$ cat src/rtl/mem_port_arbiter.sv
module mem_port_arbiter #(
  parameter int AW = 8,
  parameter int DW = 8,
  parameter bit LOAD_STEALS = 1'b1
) (
  input  logic          clk,
  input  logic          rst_n,
  input  logic          rf_issue,
  input  logic [1:0]    rf_op,
  input  logic          flush,
  input  logic [AW-1:0] pc,
  input  logic [AW-1:0] ex_addr,
  input  logic [DW-1:0] ex_wdata,
  output logic [AW-1:0] mem_addr,
  output logic [DW-1:0] mem_wdata,
  output logic          mem_rd_en,
  output logic          mem_wr_en,
  output logic          addr_sel_data,
  output logic          pc_we,
  output logic          fd_bubble
);

  localparam logic [1:0] OP_LD = 2'b01;
  localparam logic [1:0] OP_ST = 2'b10;

  logic live_issue, want_st, want_ld;
  logic slot_st, slot_ld, data_slot;

  assign live_issue = rf_issue && !flush;
  assign want_st    = live_issue && (rf_op == OP_ST);

  generate
    if (LOAD_STEALS) begin : g_load_steals
      assign want_ld = live_issue && (rf_op == OP_LD);
    end else begin : g_load_waits
      assign want_ld = 1'b0;
    end
  endgenerate

  always_ff @(posedge clk) begin
    if (!rst_n) begin
      slot_st <= 1'b0;
      slot_ld <= 1'b0;
    end else begin
      slot_st <= want_st;
      slot_ld <= want_ld;
    end
  end

  assign data_slot     = slot_st | slot_ld;
  assign addr_sel_data = data_slot;
  assign mem_addr      = data_slot ? ex_addr : pc;
  assign mem_wr_en     = slot_st;
  assign mem_rd_en     = !slot_st;
  assign mem_wdata     = slot_st ? ex_wdata : '0;
  assign pc_we         = !data_slot;
  assign fd_bubble     = data_slot;


  store_takes_port_chk: assert property (@(posedge clk) disable iff (!rst_n)
    (rf_issue && !flush && rf_op == OP_ST) |=> (mem_wr_en && addr_sel_data));


  fetch_frozen_chk: assert property (@(posedge clk) disable iff (!rst_n)
    addr_sel_data |-> (!pc_we && fd_bubble));


  idle_fetch_chk: assert property (@(posedge clk) disable iff (!rst_n)
    !rf_issue |=> (pc_we && mem_rd_en && !mem_wr_en && !fd_bubble));


  load_policy_chk: assert property (@(posedge clk) disable iff (!rst_n)
    (rf_issue && !flush && rf_op == OP_LD) |=> (addr_sel_data == LOAD_STEALS));


  flush_cancel_chk: assert property (@(posedge clk) disable iff (!rst_n)
    flush |=> (pc_we && !addr_sel_data));


  no_rw_clash_chk: assert property (@(posedge clk) disable iff (!rst_n)
    !(mem_rd_en && mem_wr_en));

endmodule

$ cat config.mk
export PLATFORM = sky130hd
export DESIGN_NAME = mem_port_arbiter
export DESIGN_NICKNAME = d
export VERILOG_FILES = /design/src/rtl/mem_port_arbiter.sv
export SDC_FILE = /design/constraint.sdc
export NUM_CORES = 1
export LEC_CHECK = 0
export BUFFER_PORTS_ARGS = -buffer_cell sky130_fd_sc_hd__buf_2
export CORE_AREA = 2 2 39 41
export CTS_BUF_LIST = sky130_fd_sc_hd__clkbuf_2
export DETAILED_ROUTE_END_ITERATION = 12
export DIE_AREA = 0 0 41 43
export PLACE_DENSITY = 0.71
export SYNTH_ARGS = -nofsm -noshare
export SYNTH_HDL_FRONTEND = slang
export SYNTH_SLANG_ARGS = --single-unit
$ cat constraint.sdc
create_clock -name clk -period 1 [get_ports clk]
set_input_delay 0 -clock clk [delete_from_list [all_inputs] [get_ports clk]]
set_output_delay 0 -clock clk [all_outputs]
set_load 0.01 [all_outputs]
==> results.yml <==
grt:
  grt_pass1_vias: 437
  use_met1_pct: 13.7
  grt.total_usage_pct: 15.4
  grt_use_met2_pct: 26.9
  grt_max_degree: 11
  grt_pass1_wl_um: 1780
  antenna_found_initial: 0
  grt-busiest-layer: "met2"
  use_met3_pct: 4.71
  globalRouteOverflowTotal: 0
yosys:
  netlist_area_um2: 259
  synth_nets: 56
  synth_seq_area_share_pct: 15.5
  syn_avg_cell_area_um2: 9.96
  synth-seq-cells: 2
  synthCells: 26
  synth_cell_types: 9
  ys_warn_count: 0
pwr:
  ir_worst_vdd_mv: 0.458
  finalPower_mw: 0.412
  p_leak_nw: 0.423
  powerDensity_nw_per_um2: 556
timing:
  finalSetupViolCount: 11
  finalHoldViolCount: 0
  final_max_slew_viol_count: 0
  fin_crit_ns: 1.17
  hold_ws_ns: 0.0982
  max_slew_margin_pct: 88.0
  worst_slack_ns: -0.169
  fmax_mhz: 856
  tns_ns: -1.50
  tightest_slew_ns: 0.180
  rsz0062_at_grt: "true"
  layout_worst_path_cycle_share_pct: 117
detailed_routing:
  viasPerCell: 4.21
  num_vias: 417
  ant_nets: 0
  drtIter0Drc: 1
  drc: 0
  dr.pass1.iters: 2
  totalWireLength_um: 1210
  wire_per_inst_um: 12.2
cells_and_area:
  final_util_pct: 53.5
  mostFrequentLayoutCell: "buf_2"
  final_area_um2: 741
  final_net_count: 115
  diodes: 0
  area_growth_syn_to_layout_pct: 186
  drive_gt1_share_pct: 92.8
  layout_common_cells: "buf_2 (33), buf_6 (19), and2_4 (8), mux2_4 (8), clkbuf_2 (3)"
worst_hold_path:
  hp-start: "flush"
  hold_path.class: "input pin to flop"
  min_to: "mem_wr_en"
  holdPathStages: 3
critical_path:
  path_buf_inv: 1
  max_stage_delay_ns: 0.36
  start_kind: "flop"
  arrival_ns: 1.17
  critPathTopFamily: "flip-flops"
  cp.required_ns: 1.00
  path_class: "flop to primary output"
  critPathCaptureType: "primary output"
  crit_path_top_delay_cell: "dfxtp_4"
  crit_fanout: 4
  cp_cell_sequence: "nor2_4 -> mux2_4 -> buf_6"
status:
  status: "complete, but fails checks"
  violations: "setup timing"
floorplan:
  pin_count: 51
  die_area_um2: 1760
  core-area_um2: 1380
  rows: 14
  dieHeight_um: 43
  start_util_pct: 18.7
  die_width_um: 41
clock_tree:
  clock_sinks: 2
  cts_buffer_depth: 2
  cts_root_buf: "clkbuf_2"
  cts_htree_levels: 1
  path_clk_slew_ns: 0.03
  cts_tree: "yes"
  cts_buffers: 3
placed_design:
  dpl-instance-area_um2: 526
  io_buffers: 50
  gp_congestion: 0.589
flow_run:
  drv_cap: 0
## kinds of logic after synthesis
logic type             after synthesis  synth area share (%)
buffers and inverters                4                  10.1
flip-flops                           2                  15.5
multiplexers                         8                  34.8
AND/OR/NAND/NOR                     12                  39.6
## cell usage after synthesis
master    instances  area share (%)
buf_6             1             4.3
and2_2            8              23
nor2_8            1             7.7
nand3b_1          1             2.9
dfxtp_1           2              15
buf_4             1             2.9
mux2_2            8              35
inv_1             2             2.9
nor3b_1           2             5.8
## repair_timing
item,4_1_cts,5_1_grt
hold endpoints to repair,2,0
setup endpoints to repair,18,19
hold buffers,2,0
pin swaps,2,2
gates resized for setup,25,15
setup buffers,2,0
cloned,1,0
## worst min-delay path, delay by kind of cell
family                 cells  cell delay (ns)
and+or+nand+nor            2             0.17
buffers and inverters      1             0.07
## worst max path at each step
stage	start	end	slack, ns	depth (start not counted)
6_report	slot_ld	mem_addr[6]	-0.17	3
5_1_grt	slot_ld	mem_addr[3]	-0.21	3
4_1_cts	slot_ld	mem_addr[4]	-0.18	3
3_5_place_dp	slot_ld	mem_addr[2]	-0.01	3
3_3_place_gp	slot_ld	mem_addr[7]	0.006	3
2_1_floorplan	mem_wr_en	mem_addr[0]	-0.005	3
## sequential cells by signal, indices dropped and copies added (netlist names)
| register | cells |
|---|---|
| mem_wr_en | 1 |
| slot_ld | 1 |
## power breakdown
| part | switching [mW] | internal, mW | leakage [nW] |
|---|---|---|---|
| registers | 0.00329 | 0.0776 | 0.0178 |
| clock network | 0.0407 | 0.0792 | 0.0125 |
| logic | 0.0716 | 0.140 | 0.393 |
## cell type report
| type | count | area (um2) |
|---|---|---|
| Sequential cell | 2 | 47.5 |
| Inverter | 2 | 7.51 |
| Timing Repair Buffer | 55 | 407 |
| Clock buffer | 3 | 15.0 |
| Tap cell | 16 | 20.0 |
| Multi-Input combinational cell | 21 | 244 |
| Fill cell | 129 | 643 |
## stage by stage
step	setup WS, ns	std cells
after floorplan	-0.00538	26
after global placement	0.00587	92
after detailed placement	-0.0140	92
after CTS	-0.182	99
after global routing	-0.208	99
final	-0.169	99
## metal layers
| metal | part of all wire (%) | vias up |
|---|---|---|
| li1 | - | 202 |
| met1 | 29 | 188 |
| met2 | 62 | 27 |
| met3 | 9.1 | 0 |
| met4 | 0 | 0 |
| met5 | 0 | - |
(Power assumes the default switching activity.)
